===== config.mk =====
export PLATFORM = sky130hd
export DESIGN_NAME = i2c_bus_timer
export DESIGN_NICKNAME = d
export VERILOG_FILES = /design/src/rtl/i2c_phase_pkg.sv /design/src/rtl/i2c_tm_datapath.sv /design/src/rtl/i2c_tm_control.sv /design/src/rtl/i2c_bus_timer.sv
export SDC_FILE = /design/constraint.sdc
export NUM_CORES = 1
export LEC_CHECK = 0
export CAP_MARGIN = 20
export CELL_PAD_IN_SITES_DETAIL_PLACEMENT = 2
export CELL_PAD_IN_SITES_GLOBAL_PLACEMENT = 2
export CORE_ASPECT_RATIO = 1.4
export CORE_MARGIN = 3
export CORE_UTILIZATION = 26
export DETAILED_ROUTE_END_ITERATION = 10
export PLACE_DENSITY = 0.95
export SETUP_SLACK_MARGIN = 0.1
export SYNTH_ARGS = -nofsm -noshare
export SYNTH_HDL_FRONTEND = slang
export SYNTH_SLANG_ARGS = --single-unit
export TNS_END_PERCENT = 50

===== constraint.sdc =====
create_clock -name clk -period 6.4 [get_ports clk]
set_input_delay 1.28 -clock clk [delete_from_list [all_inputs] [get_ports clk]]
set_output_delay 1.28 -clock clk [all_outputs]
set_load 0.005 [all_outputs]

===== src/rtl/i2c_phase_pkg.sv =====
`timescale 1ns/1ps
package i2c_phase_pkg;
  typedef enum logic [1:0] {
    PH_START  = 2'd0,
    PH_BIT    = 2'd1,
    PH_RSTART = 2'd2,
    PH_STOP   = 2'd3
  } phaseKind_e;

  typedef enum logic [2:0] {
    SEL_LOW, SEL_HIGH, SEL_SSU, SEL_SHD, SEL_PSU, SEL_REL
  } limitSel_e;

  typedef enum logic [2:0] {
    ST_IDLE, ST_LOW, ST_REL, ST_RISE, ST_HIGH, ST_SSU, ST_SHD, ST_PSU
  } tmState_e;

  typedef struct packed {
    logic      clear;
    logic      riseMode;
    limitSel_e sel;
  } tmStrobe_t;
endpackage


===== src/rtl/i2c_tm_datapath.sv =====
`timescale 1ns/1ps
module i2c_tm_datapath
  import i2c_phase_pkg::*;
#(
  parameter int CNT_W  = 8,
  parameter int DIV_W  = 8,
  parameter int FILT_W = 3,
  parameter int WORD_W = 32
) (
  input  logic              clk,
  input  logic              rstN,
  input  tmStrobe_t         strobe,
  input  logic [WORD_W-1:0] timeWord1,
  input  logic [WORD_W-1:0] timeWord2,
  input  logic [WORD_W-1:0] timeWord3,
  input  logic [CNT_W-1:0]  holdCount,
  input  logic [FILT_W-1:0] filterLen,
  input  logic              sclIn,
  output logic              intervalEnd,
  output logic              holdHit,
  output logic              riseEnd
);
  localparam int CNT_X  = CNT_W + 1;
  localparam int W1_SSU = WORD_W - CNT_W;
  localparam int W1_SHD = W1_SSU - CNT_W;
  localparam int W1_PSU = W1_SHD - CNT_W;
  localparam int W2_DSU = WORD_W - CNT_W;
  localparam int W2_LOW = CNT_W;
  localparam int W3_DIV = 2 * CNT_W;
  localparam int BASE_OVH = 7;

  logic [CNT_W-1:0] startSu, startHd, stopSu, dataSu, sclLow, sclHigh, relCnt;
  logic [DIV_W-1:0] divVal, preCnt;
  logic [CNT_X-1:0] ivCnt, limit, lowLimit, setupEnd, riseLimit;
  logic             tick;
  logic             unusedCfg;

  assign startSu = timeWord1[W1_SSU +: CNT_W];
  assign startHd = timeWord1[W1_SHD +: CNT_W];
  assign stopSu  = timeWord1[W1_PSU +: CNT_W];
  assign dataSu  = timeWord2[W2_DSU +: CNT_W];
  assign sclLow  = timeWord2[W2_LOW +: CNT_W];
  assign sclHigh = timeWord2[0 +: CNT_W];
  assign divVal  = timeWord3[W3_DIV +: DIV_W];
  assign relCnt  = timeWord3[0 +: CNT_W];
  assign unusedCfg = ^{timeWord1[W1_PSU-1:0], timeWord2[W2_DSU-1:W2_LOW+CNT_W],
                       timeWord3[WORD_W-1:W3_DIV+DIV_W], timeWord3[W3_DIV-1:CNT_W]};

  // low interval is stretched so hold plus setup always fit inside it
  assign setupEnd  = CNT_X'(holdCount) + CNT_X'(dataSu) + CNT_X'(1);
  assign lowLimit  = (CNT_X'(sclLow) >= setupEnd) ? CNT_X'(sclLow) : setupEnd;
  assign riseLimit = CNT_X'({filterLen, 1'b0}) + CNT_X'(BASE_OVH);

  always_comb begin
    case (strobe.sel)
      SEL_HIGH: limit = CNT_X'(sclHigh);
      SEL_SSU:  limit = CNT_X'(startSu);
      SEL_SHD:  limit = CNT_X'(startHd);
      SEL_PSU:  limit = CNT_X'(stopSu);
      SEL_REL:  limit = CNT_X'(relCnt);
      default:  limit = lowLimit;
    endcase
  end

  assign tick        = !strobe.riseMode && (preCnt == divVal);
  assign intervalEnd = tick && (ivCnt == limit);
  assign holdHit     = tick && (ivCnt == CNT_X'(holdCount));
  assign riseEnd     = strobe.riseMode && sclIn && (ivCnt == riseLimit);

  always_ff @(posedge clk or negedge rstN) begin
    if (!rstN) begin
      preCnt <= '0;
      ivCnt  <= '0;
    end else if (strobe.clear) begin
      preCnt <= '0;
      ivCnt  <= '0;
    end else if (strobe.riseMode) begin
      if (sclIn) ivCnt <= ivCnt + 1'b1;
    end else if (tick) begin
      preCnt <= '0;
      ivCnt  <= ivCnt + 1'b1;
    end else begin
      preCnt <= preCnt + 1'b1;
    end
  end

  p_cnt_bound_r2: assert property (@(posedge clk) disable iff (!rstN)
    (!strobe.clear && !strobe.riseMode) |-> (ivCnt <= limit));
  p_rise_bound_r8: assert property (@(posedge clk) disable iff (!rstN)
    strobe.riseMode |-> (ivCnt <= riseLimit));
  p_stretch_hold_r8: assert property (@(posedge clk) disable iff (!rstN)
    (strobe.riseMode && !sclIn && !strobe.clear) |=> (ivCnt == $past(ivCnt)));
endmodule


===== src/rtl/i2c_tm_control.sv =====
`timescale 1ns/1ps
module i2c_tm_control
  import i2c_phase_pkg::*;
(
  input  logic       clk,
  input  logic       rstN,
  input  logic       reqValid,
  input  logic [1:0] reqKind,
  input  logic       reqBit,
  input  logic       intervalEnd,
  input  logic       holdHit,
  input  logic       riseEnd,
  output tmStrobe_t  strobe,
  output logic       reqReady,
  output logic       phaseDone,
  output logic       sclOut,
  output logic       sdaOut
);
  tmState_e   state;
  phaseKind_e kind;
  logic       bitVal;

  assign reqReady = (state == ST_IDLE);

  always_comb begin
    strobe.riseMode = (state == ST_RISE);
    strobe.clear    = (state == ST_IDLE) || intervalEnd || riseEnd;
    case (state)
      ST_HIGH: strobe.sel = SEL_HIGH;
      ST_SSU:  strobe.sel = SEL_SSU;
      ST_SHD:  strobe.sel = SEL_SHD;
      ST_PSU:  strobe.sel = SEL_PSU;
      ST_REL:  strobe.sel = SEL_REL;
      default: strobe.sel = SEL_LOW;
    endcase
  end

  always_ff @(posedge clk or negedge rstN) begin
    if (!rstN) begin
      state     <= ST_IDLE;
      kind      <= PH_START;
      bitVal    <= 1'b1;
      sclOut    <= 1'b1;
      sdaOut    <= 1'b1;
      phaseDone <= 1'b0;
    end else begin
      phaseDone <= 1'b0;
      case (state)
        ST_IDLE: if (reqValid) begin
          kind   <= phaseKind_e'(reqKind);
          bitVal <= reqBit;
          case (phaseKind_e'(reqKind))
            PH_START:  state <= ST_SSU;
            PH_RSTART: begin state <= ST_REL; sdaOut <= 1'b1; end
            default:   state <= ST_LOW;
          endcase
        end
        ST_LOW: begin
          if (holdHit) sdaOut <= (kind == PH_BIT) ? bitVal : 1'b0;
          if (intervalEnd) begin sclOut <= 1'b1; state <= ST_RISE; end
        end
        ST_REL: if (intervalEnd) begin sclOut <= 1'b1; state <= ST_RISE; end
        ST_RISE: if (riseEnd) begin
          case (kind)
            PH_BIT:  state <= ST_HIGH;
            PH_STOP: state <= ST_PSU;
            default: state <= ST_SSU;
          endcase
        end
        ST_HIGH: if (intervalEnd) begin
          sclOut <= 1'b0; phaseDone <= 1'b1; state <= ST_IDLE;
        end
        ST_SSU: if (intervalEnd) begin sdaOut <= 1'b0; state <= ST_SHD; end
        ST_SHD: if (intervalEnd) begin
          sclOut <= 1'b0; phaseDone <= 1'b1; state <= ST_IDLE;
        end
        ST_PSU: if (intervalEnd) begin
          sdaOut <= 1'b1; phaseDone <= 1'b1; state <= ST_IDLE;
        end
        default: state <= ST_IDLE;
      endcase
    end
  end

  p_sda_quiet_r3: assert property (@(posedge clk) disable iff (!rstN)
    (sclOut && $past(sclOut) && (sdaOut != $past(sdaOut)))
      |-> ($past(state) == ST_SSU || $past(state) == ST_PSU));
  p_scl_rise_r6: assert property (@(posedge clk) disable iff (!rstN)
    $rose(sclOut) |-> ($past(state) == ST_LOW || $past(state) == ST_REL));
  p_done_pulse_r9: assert property (@(posedge clk) disable iff (!rstN)
    phaseDone |=> !phaseDone);
  p_done_idle_r9: assert property (@(posedge clk) disable iff (!rstN)
    phaseDone |-> reqReady);
endmodule


===== src/rtl/i2c_bus_timer.sv =====
`timescale 1ns/1ps
module i2c_bus_timer
  import i2c_phase_pkg::*;
#(
  parameter int CNT_W  = 8,
  parameter int DIV_W  = 8,
  parameter int FILT_W = 3,
  parameter int WORD_W = 32
) (
  input  logic              clk,
  input  logic              rstN,
  input  logic              reqValid,
  input  logic [1:0]        reqKind,
  input  logic              reqBit,
  input  logic [WORD_W-1:0] timeWord1,
  input  logic [WORD_W-1:0] timeWord2,
  input  logic [WORD_W-1:0] timeWord3,
  input  logic [CNT_W-1:0]  holdCount,
  input  logic [FILT_W-1:0] filterLen,
  input  logic              sclIn,
  output logic              reqReady,
  output logic              phaseDone,
  output logic              sclOut,
  output logic              sdaOut
);
  tmStrobe_t strobe;
  logic      intervalEnd, holdHit, riseEnd;

  i2c_tm_control u_ctrl (
    .clk(clk), .rstN(rstN), .reqValid(reqValid), .reqKind(reqKind), .reqBit(reqBit),
    .intervalEnd(intervalEnd), .holdHit(holdHit), .riseEnd(riseEnd), .strobe(strobe),
    .reqReady(reqReady), .phaseDone(phaseDone), .sclOut(sclOut), .sdaOut(sdaOut)
  );

  i2c_tm_datapath #(.CNT_W(CNT_W), .DIV_W(DIV_W), .FILT_W(FILT_W), .WORD_W(WORD_W)) u_dp (
    .clk(clk), .rstN(rstN), .strobe(strobe), .timeWord1(timeWord1), .timeWord2(timeWord2),
    .timeWord3(timeWord3), .holdCount(holdCount), .filterLen(filterLen), .sclIn(sclIn),
    .intervalEnd(intervalEnd), .holdHit(holdHit), .riseEnd(riseEnd)
  );
endmodule


After elaboration in Yosys (flattened, before gate mapping)
Cells that the tools add are included.

Equal/unequal tests: 30. $add $sub $neg: 5. Div/mod/pow operators: 0. Shifts and indexed selects: 0. Order comparisons: 1. Mux-type cells: 28. Multipliers: 0. Bitwise operators: 0. Reduce and logical (&&, ||, !) cells: 21.

Operators with widths (count): 9-bit 2-to-1 mux (5); 9-bit case mux with 5 select lines (1); 3-bit case mux with 5 select lines (2); 8-bit 2-to-1 mux (3); 9-bit by 1-bit adder with 9-bit output, second input constant (2); 3-bit equality test, second input constant (6); 9-bit equality test (2); 3-bit 2-to-1 mux (5); 3-bit by 2-bit equality test with 1-bit output, second input constant (4); 2-bit by 1-bit != test with 1-bit output, second input constant (6); 8-bit by 8-bit adder with 9-bit output (1); 9-bit by 8-bit equality test with 1-bit output (1); 8-bit by 9-bit >= comparator with 1-bit output (1); 8-bit by 1-bit adder with 8-bit output, second input constant (1); 8-bit equality test (1); 1-bit 2-to-1 mux (8); 2-bit != test, second input constant (4); 3-bit by 1-bit equality test with 1-bit output, second input constant (2); 3-bit case mux with 2 select lines (1); 6-bit AND reduction (1); 4-bit by 3-bit adder with 5-bit output, second input constant (1); 1-bit logical AND (5); 5-bit AND reduction (1); 2-bit equality test, second input constant (2); 16 further kinds (19).

Bits in writable memories: 0. Register bits: 26. Memories kept: 0. Word-level logic and storage cells: 93. Latch bits: 0. ROM bits: 0. Output and inout bits: 4. Input bits: 114.

Longest topological paths before layout
Gate-level depths: netlist (run 1).

Depth after elaboration: 11. Mapped depth: 20. Gate-level depth less buffers: 18.

Hierarchy
A second synthesis (run 1) with hierarchy kept.

Cell total of the unflattened synthesis: 351. Area, all modules: 2965.3 um^2.

By module, submodules not included: i2c_tm_datapath (seq. area each 425.4 um^2, area an instance 2374.8 um^2, instances 1, cells an instance 293); i2c_tm_control (seq. area each 229.0 um^2, area an instance 590.6 um^2, instances 1, cells an instance 58).

Worst setup path before layout (run 1)
Ideal clock, no wire load.

Path type: input-to-reg. Start point: in timeWord2[24]. End point: reg u_dp.ivCnt[2]. Setup time: 0.119 ns. Setup slack: 1.247 ns. Buffers on the path: 2. Data arrival time: 5.034 ns. Required time: 6.281 ns. Stages: 20. Cells stage by stage: inv_1 -> ha_1 -> inv_1 -> fa_1 -> a21o_1 -> a221oi_4 -> xor2_1 -> ha_1 -> a21o_1 -> a221oi_1 -> o21a_1 -> o22ai_1 -> a31oi_1 -> xnor2_1 -> nand4_2 -> nor4_4 -> or3_1 -> buf_6 -> buf_6 -> nor2_1.

Longest elaborated chain between the ends: 11. Elaborated cells between the ends (all ways): 13. Those cells by class: add/sub (2); order compare (1); eq/ne (2); mux (3); reduce/logical (5).

Ends and longest elaborated chain: start: declaration (RTL line i2c_bus_timer.sv:16) `input logic [WORD_W-1:0] timeWord2,`; 8-bit by 8-bit adder with 9-bit output (*) (RTL line i2c_tm_datapath.sv:50) `assign setupEnd = CNT_X'(holdCount) + CNT_X'(dataSu) + CNT_X'(1);`; 9-bit by 1-bit adder with 9-bit output (*) (RTL line i2c_tm_datapath.sv:50); 8-bit by 9-bit >= comparator with 1-bit output (RTL line i2c_tm_datapath.sv:51) `assign lowLimit = (CNT_X'(sclLow) >= setupEnd) ? CNT_X'(sclLow) : setupEnd;`; 9-bit 2-to-1 mux (*) (RTL line i2c_tm_datapath.sv:51); 9-bit case mux with 5 select lines (*) (RTL line i2c_tm_datapath.sv:55) `case (strobe.sel)`; 9-bit equality test (*) (RTL line i2c_tm_datapath.sv:66) `assign intervalEnd = tick && (ivCnt == limit);`; 1-bit logical AND (*) (RTL line i2c_tm_datapath.sv:66); 1-bit logical OR (*) (2 in series) (RTL line i2c_tm_control.sv:27) `strobe.clear = (state == ST_IDLE) || intervalEnd || riseEnd;`; 3-bit != test (no line) or 3-bit nonzero test (tied branches); 2-bit AND reduction (no line); end signal: assignment (RTL line i2c_tm_datapath.sv:78) `if (sclIn) ivCnt <= ivCnt + 1'b1;`; end signal: assignment (RTL line i2c_tm_datapath.sv:81) `ivCnt <= ivCnt + 1'b1;`; end: declaration (RTL line i2c_tm_datapath.sv:34) `logic [CNT_X-1:0] ivCnt, limit, lowLimit, setupEnd, riseLimit;`.

Every way passes the cells marked *; elsewhere a longest branch is shown, timed or not. A chain may end at the register's enable or synchronous reset.

Worst setup path after layout (run 1)
Start point: in holdCount[0]. End point: reg u_ctrl.state[1].

Longest elaborated chain between the ends: 9. Elaborated cells between the ends (all ways): 11. Those cells by class: add/sub (2); order compare (1); eq/ne (4); mux (2); reduce/logical (2).

Ends and longest elaborated chain: start: declaration (RTL line i2c_bus_timer.sv:18) `input logic [CNT_W-1:0] holdCount,`; 8-bit by 8-bit adder with 9-bit output (*) (RTL line i2c_tm_datapath.sv:50); 9-bit by 1-bit adder with 9-bit output (*) (RTL line i2c_tm_datapath.sv:50); 8-bit by 9-bit >= comparator with 1-bit output (RTL line i2c_tm_datapath.sv:51); 9-bit 2-to-1 mux (*) (RTL line i2c_tm_datapath.sv:51); 9-bit case mux with 5 select lines (*) (RTL line i2c_tm_datapath.sv:55); 9-bit equality test (*) (RTL line i2c_tm_datapath.sv:66); 1-bit logical AND (*) (RTL line i2c_tm_datapath.sv:66); 2-bit by 1-bit != test with 1-bit output (no line); 5-bit AND reduction (no line) (*); end signal: assignment (RTL line i2c_tm_control.sv:40) `state <= ST_IDLE;`; end signal: assignment (RTL line i2c_tm_control.sv:53) `PH_START: state <= ST_SSU;`; end signal: assignment (RTL line i2c_tm_control.sv:54) `PH_RSTART: begin state <= ST_REL; sdaOut <= 1'b1; end`; end: declaration (RTL line i2c_tm_control.sv:19) `tmState_e state;`.

Marked as above.

==> metrics.md, run 1 <==
| Metric | Value |
|---|---|
| Routability cong. | `0.9272` |
| Seq/Total Area, Yosys | `0.2161` |
| Core ar. | `11340 um^2` |
| Worst relative slew slack | `0.4521` |
| RSZ-0062 raised after global routing | `no` |
| Async set-or-reset flop fraction in the synthesized netlist | `1.000` |
| Starting Density | `0.2670` |
| Syn Nets | `522` |
| Clock power share | `0.219` |
| Pwr Density | `172.5 nW/um^2` |
| Fmax | `0.1668 GHz` |
| FILL cells | `1263` |
| Final TNS setup | `0 ns` |
| Antenna violations before repair | `0` |
| # clock sinks | `26` |
| Pleak | `1.672 nW` |
| Largest net degree at the start of global routing | `27` |
| TritonRoute pass-1 iters | `4` |
| Worst slew pin tran | `0.8218 ns` |
| Logic pwr share | `0.457` |
| Clock Tree Buf Depth | `2` |
| Worst min path class | `reg -> reg` |
| Root buf cell | `clkbuf_16` |
| First DRT Iteration DRCs | `114` |
| Total gr overflow | `0` |
| First-pass GRT wire length | `20300 um` |
| Wire per inst | `20.48 um` |
| WS Path Type | `in -> reg` |
| Layout area overhead | `36.45%` |
| # IOs | `118` |
| Int Power | `0.0004435 W` |
| Largest stage delay, worst path | `0.45 ns` |
| # Max-Cap Violations | `0` |
| Number of global-route vias before repair | `3832` |
| Dpl hpwl | `9846 um` |
| Synth Instances | `388` |
| Worst setup margin | `0.4062 ns` |
| Yosys warning total | `0` |
| Max Slew Vio Count | `0` |
| Synth Flop Type | `dfrtp_1` |
| CP startpoint kind | `input port` |
| Fin. Hold Viols | `0` |
| Antenna cell count | `0` |
| Synth cell types | `67` |
| Mapped cell area | `3028 um^2` |
| CTS tree | `done` |
| Reg2Reg Depth | `10` |
| Via count | `3408` |
| Final wirelength | `12450 um` |
| Switching Fraction | `0.3776` |
| Die H | `133.7 um` |
| Routed vias/inst | `5.605` |
| Final core occ | `0.3644` |
| Crit path max fanout | `6` |
| Hold_ws | `0.5395 ns` |
| Slowest cell on crit path | `clkdlybuf4s50_1` |
| Synth Register Bits | `26` |
| Port Buffer Count | `85` |
| DRC | `0` |
| Avg Cell Area, Syn | `7.804 um^2` |
| Endpoint type of the worst setup path | `flip-flop` |
| Switch Pwr | `0.0002691 W` |
| Sequential share of power | `0.324` |
| Final period util | `0.9365` |
| Clock skew | `0.006861 ns` |
| Max VDD drop | `86.54 uV` |
| Pre-CTS WS | `0.07171 ns` |
| Endpoints failing setup | `0` |
| CTS Buf Count | `3` |
| H-tree lvl count | `1` |
| Reg clk slew, reported paths | `0.07 ns` |
| GRT Total Usage | `0.1906` |
| Die Area | `12990 um^2` |
| Clk Latency, worst-skew pair | `0.26 ns` |
| Die Width | `97.21 um` |
| WHS Path Cells | `1` |
| Min Clock Period, post-route | `5.994 ns` |
| Run status | `complete, no violations` |
| Layout cells sized above 1 | `0.06250` |
| Post-route ant nets | `0` |
| Req. time, crit path | `6.56 ns` |
| Num rows | `46` |
| Number of enable flip-flop cells after synthesis | `0` |
| CP cell instances | `clkdlybuf4s50_1 > inv_1 > ha_1 > inv_1 > fa_1 > a21o_1 > a221oi_4 > xor2_1 > ha_1 > a21o_1 > a221oi_2 > o21a_1 > nor3_1 > o31ai_2 > xor2_1 > nand2_1 > nor4_4 > buf_4 > a221oi_1 > a311oi_1` |
| Arr. time, crit path | `6.15 ns` |
| Nets | `599` |
-- metal layers --
layer  part of all wire  routed length, um  up-vias  global-route usage
met5                  0                  0        -                   0
met4              0.030                377        0             0.06479
met3              0.040                492       32             0.01991
met2               0.54               6753      111              0.3714
met1               0.39               4827     1697              0.2116
li1                   -                  -     1568                   -
-- worst max-delay path: cells and delay by family --
kind,cells,cell delay [ns]
buffers and inverters,4,0.82
adder cells (fa/ha/maj),3,0.90
XOR/XNOR,2,0.54
AO/OA/AOI/OAI,8,1.93
AND/OR/NAND/NOR,3,0.67
-- cell usage after synthesis, types with 6 or more instances --
cell type	instances	share of area
nor2b_1	8	0.017
inv_1	18	0.022
a21o_1	6	0.015
nor3_1	9	0.015
nor2_1	39	0.048
and3_1	8	0.017
xor2_1	13	0.038
nand2_1	21	0.026
dfrtp_1	23	0.19
ha_1	19	0.079
mux2i_1	9	0.030
a31oi_1	8	0.017
o21ai_0	25	0.041
clkbuf_1	14	0.017
nand4_1	10	0.021
nand3_1	16	0.026
a21oi_1	29	0.048
nor3b_1	6	0.015
nand2b_1	8	0.017
xnor2_1	21	0.061
-- final cells by class --
type | count | area, um^2 | share of cell area
multi-input combinational | 324 | 2225 | 0.5385
clock buffer | 4 | 88.84 | 0.02150
tap | 144 | 180.2 | 0.04361
sequential | 26 | 654.4 | 0.1584
inverter | 18 | 67.56 | 0.01635
timing repair buffer | 92 | 915.9 | 0.2217
-- flip-flops by register name, indices dropped and copies added (netlist names) --
| name | flops |
|---|---|
| u_ctrl.kind | 2 |
| u_dp.ivCnt | 9 |
| u_ctrl.state | 3 |
| u_ctrl.phaseDone | 1 |
| u_ctrl.sclOut | 1 |
| u_ctrl.sdaOut | 1 |
| u_ctrl.bitVal | 1 |
| u_dp.preCnt | 8 |
-- layout by cell type, fill, tap and decap left out, drive strengths merged, types with 9 or more instances in the layout --
master | Yosys | final
nand2 | 22 | 22
nand4 | 11 | 11
ha | 19 | 19
o21ai | 28 | 28
dfrtp | 23 | 23
inv | 18 | 18
a21oi | 30 | 30
xnor2 | 21 | 21
clkdlybuf4s50 | 0 | 85
xor2 | 14 | 14
nor3 | 10 | 10
nor2 | 39 | 39
nand3 | 16 | 16
mux2i | 9 | 9
-- power by group through the flow --
stage | sequential, W | clock [W] | combinational [W]
3_5_place_dp | 0.000234 | 0 | 0.000317
3_3_place_gp | 0.000230 | 0 | 0.000289
4_1_cts | 0.000230 | 0.000159 | 0.000324
2_1_floorplan | 0.000213 | 0 | 0.000206
6_report | 0.000231 | 0.000156 | 0.000326
5_1_grt | 0.000235 | 0.000163 | 0.000361
-- path summary, 6_finish.rpt --
kind	slack (ns)	from	to
hold reg to reg	0.54	u_ctrl.sclOut$_DFFE_PN1P_	u_ctrl.sclOut$_DFFE_PN1P_
setup reg to reg	2.54	u_ctrl.state[2]$_DFFE_PN0P_	u_ctrl.state[1]$_DFFE_PN0P_
max in group asynchronous	4.71	rstN	u_ctrl.bitVal$_DFFE_PN1P_
hold / removal	0.54	u_ctrl.sclOut$_DFFE_PN1P_	u_ctrl.sclOut$_DFFE_PN1P_
min in group asynchronous	1.39	rstN	u_ctrl.phaseDone$_DFF_PN0_
setup / recovery	0.41	holdCount[0]	u_ctrl.state[1]$_DFFE_PN0P_
-- stage by stage --
step,cells,instance area (um^2),total power (W)
3_3_place_gp,603,4024,0.0005191
3_5_place_dp,603,4024,0.0005508
5_1_grt,608,4131,0.0007589
6_report,608,4131,0.0007126
2_1_floorplan,388,3028,0.0004187
4_1_cts,607,4113,0.0007134
-- cell families (layout without fill, tap and decap cells) --
logic type | Yosys count | in the layout | synth area share
xor+xnor | 35 | 35 | 0.1037
mux | 15 | 15 | 0.05207
flops | 26 | 26 | 0.2161
buf+inv | 38 | 114 | 0.05289
compound gates | 111 | 111 | 0.2413
fa+ha+maj | 20 | 20 | 0.08512
simple gates | 143 | 143 | 0.2488
-- timing repair --
action | in CTS | in global routing
hold buffers | 0 | 0
setup buffers | 0 | 1
setup endpoints to repair | 0 | 21
resized for setup | 0 | 3
Power figures use the tool's default switching activity.
==> run 2, diff against run 1 <==
- CORE_ASPECT_RATIO: 1.4 -> not set
- CTS_CLUSTER_SIZE: not set -> 28
==> metrics.md, run 2 (synthesis gave the netlist of run 1 again) <==
| Metric | Value |
|---|---|
| Die Width | `113.9 um` |
| Reg-to-reg slack, setup | `2.58 ns` |
| Antenna cell count | `0` |
| Die H | `113.9 um` |
| H-tree lvl count | `1` |
| Die Area | `12980 um^2` |
| Final Instance Area | `4138 um^2` |
| Crit path max-delay family | `compound AO/OA/AOI/OAI gates` |
| First-pass GRT wire length | `20280 um` |
| Met2 usage | `0.3659` |
| Pleak | `1.679 nW` |
| Fmax | `0.1679 GHz` |
| Pre-CTS WS | `0.1040 ns` |
| Reg2Reg Depth | `10` |
| Post-route ant nets | `0` |
| Routed vias/inst | `5.547` |
| Layout area overhead | `36.65%` |
| Commonest non-fill, non-tap cell in the layout | `clkdlybuf4s50_1` |
| Core ar. | `11130 um^2` |
| Worst relative slew slack | `0.4557` |
| WS Path Type | `in -> reg` |
| First DRT Iteration DRCs | `204` |
| Clock Tree Buf Depth | `2` |
| Largest net degree at the start of global routing | `34` |
| Most frequent cells in the layout | `85 x clkdlybuf4s50_1, 39 x nor2_1, 29 x a21oi_1` |
| Min Clock Period, post-route | `5.954 ns` |
| WHS Path Cells | `1` |
| Max Slew Vio Count | `0` |
| Reg clk slew, reported paths | `0.07 ns` |
| Top reg by flops | `u_dp.ivCnt` |
| M1 GR Usage | `0.2318` |
| Clock skew | `0.004166 ns` |
| TritonRoute pass-1 iters | `4` |
| Worst setup margin | `0.4457 ns` |
| DRC | `0` |
| Number of global-route vias before repair | `3828` |
| Via count | `3356` |
| Total gr overflow | `0` |
| Largest stage delay, worst path | `0.46 ns` |
| Largest regs | `u_dp.ivCnt (9), u_dp.preCnt (8), u_ctrl.state (3)` |
| Dpl cell area | `3999 um^2` |
| Layout cells sized above 1 | `0.06022` |
| Pwr Density | `172.0 nW/um^2` |
| HP Start | `u_ctrl.sclOut$_DFFE_PN1P_` |
| Antenna violations before repair | `0` |
| Port Buffer Count | `85` |
| Run status | `complete, no violations` |
| Fin. Hold Viols | `0` |
| Starting Density | `0.2722` |
| # clock sinks | `26` |
| Clk Latency, worst-skew pair | `0.26 ns` |
| Arr. time, crit path | `6.14 ns` |
| Total power | `0.0007117 W` |
| Worst slew pin tran | `0.8102 ns` |
| CP cell instances | `clkdlybuf4s50_1 > inv_1 > ha_1 > inv_1 > fa_1 > a21o_1 > a21oi_1 > xor2_1 > ha_1 > a21o_1 > a221oi_1 > o21a_1 > nor3_1 > o31ai_1 > xor2_1 > nand2_1 > nor4_4 > buf_4 > o21ai_1 > mux2_1` |
| Max VDD drop | `89.43 uV` |
| Max reg flops | `9` |
| Hold worst-path end | `u_ctrl.sclOut$_DFFE_PN1P_` |
| CTS Buf Count | `3` |
| Nets | `600` |
| R2r startpoint | `u_ctrl.state[2]$_DFFE_PN0P_` |
| Crit path max fanout | `6` |
| # Max-Cap Violations | `0` |
| Num rows | `38` |
| Worst min path class | `reg -> reg` |
| # IOs | `118` |
| GRT Total Usage | `0.1933` |
| Dpl hpwl | `10050 um` |
| Final wirelength | `12860 um` |
| Worst Path Buf+Inv | `4` |
| Endpoints failing setup | `0` |
| RR Endpoint | `u_ctrl.sdaOut$_DFFE_PN1P_` |
| Routability cong. | `0.8719` |
| RSZ-0062 raised after global routing | `no` |
| Hold_buf cts | `0` |
| Busiest layer in global routing | `met2` |
| Wire per inst | `21.25 um` |
| CP startpoint kind | `input port` |
| GR met3 Demand/Resource | `0.02387` |
| Root buf cell | `clkbuf_16` |
| Req. time, crit path | `6.59 ns` |
| Final period util | `0.9304` |
| CTS tree | `done` |
| Slowest cell on crit path | `clkdlybuf4s50_1` |
| Endpoint type of the worst setup path | `flip-flop` |
| Final TNS setup | `0 ns` |
run 2: worst reg2reg max path: cells and delay by family (launching register included):
| kind | cells | cell delay, ns |
|---|---|---|
| AND/OR/NAND/NOR | 3 | 0.78 |
| AO/OA/AOI/OAI | 4 | 1.10 |
| multiplexers | 1 | 0.34 |
| flip-flops | 1 | 0.84 |
| buffers and inverters | 2 | 0.68 |
run 2: cell type report:
| class | count | area (um^2) |
|---|---|---|
| Sequential cell | 26 | 654.4 |
| Clock buffer | 4 | 88.84 |
| Multi-Input combinational cell | 324 | 2213 |
| Inverter | 18 | 67.56 |
| Fill cell | 1280 | 6988 |
| Timing Repair Buffer | 93 | 938.4 |
| Tap cell | 140 | 175.2 |
run 2: worst max path at each step:
| stage | from | to | slack (ns) | depth (start not counted) |
|---|---|---|---|---|
| 3_5_place_dp | holdCount[0] | u_dp.ivCnt[4]$_DFFE_PN0P_ | 0.10 | 20 |
| 4_1_cts | holdCount[0] | u_dp.ivCnt[2]$_DFFE_PN0P_ | 0.33 | 20 |
| 5_1_grt | holdCount[0] | u_ctrl.sdaOut$_DFFE_PN1P_ | 0.10 | 20 |
| 2_1_floorplan | timeWord2[24] | u_dp.ivCnt[2]$_DFFE_PN0P_ | 1.25 | 20 |
| 6_report | holdCount[0] | u_ctrl.sdaOut$_DFFE_PN1P_ | 0.45 | 20 |
| 3_3_place_gp | holdCount[0] | u_dp.ivCnt[4]$_DFFE_PN0P_ | 0.36 | 20 |
run 2: routing by layer:
layer	part of all wire	vias up	wire (um)
met4	0.018	0	236
met1	0.43	1674	5471
met5	0	-	0
li1	-	1577	-
met3	0.033	19	428
met2	0.52	86	6719
run 2: repair_timing:
item / CTS / global route
setup endpoints to repair: 0 / 19
resized for setup: 0 / 0
hold endpoints to repair: 0 / 0
buffers inserted: 0 / 3
run 2: power breakdown:
part	switching [W]	internal, W
Sequential	0.0000427	0.000189
Combinational	0.000168	0.000157
Clock	0.0000593	0.0000958
Total	0.000270	0.000441
run 2: through the flow:
stage / cells / hold slack (ns) / utilization
floorplan: 388 / 0.5018 / -
global route: 605 / 0.5621 / 0.3719
detailed placement: 597 / 0.5274 / 0.3594
finish: 605 / 0.5369 / 0.3719
global placement: 596 / 0.5159 / 0.3581
CTS: 601 / 0.5370 / 0.3674
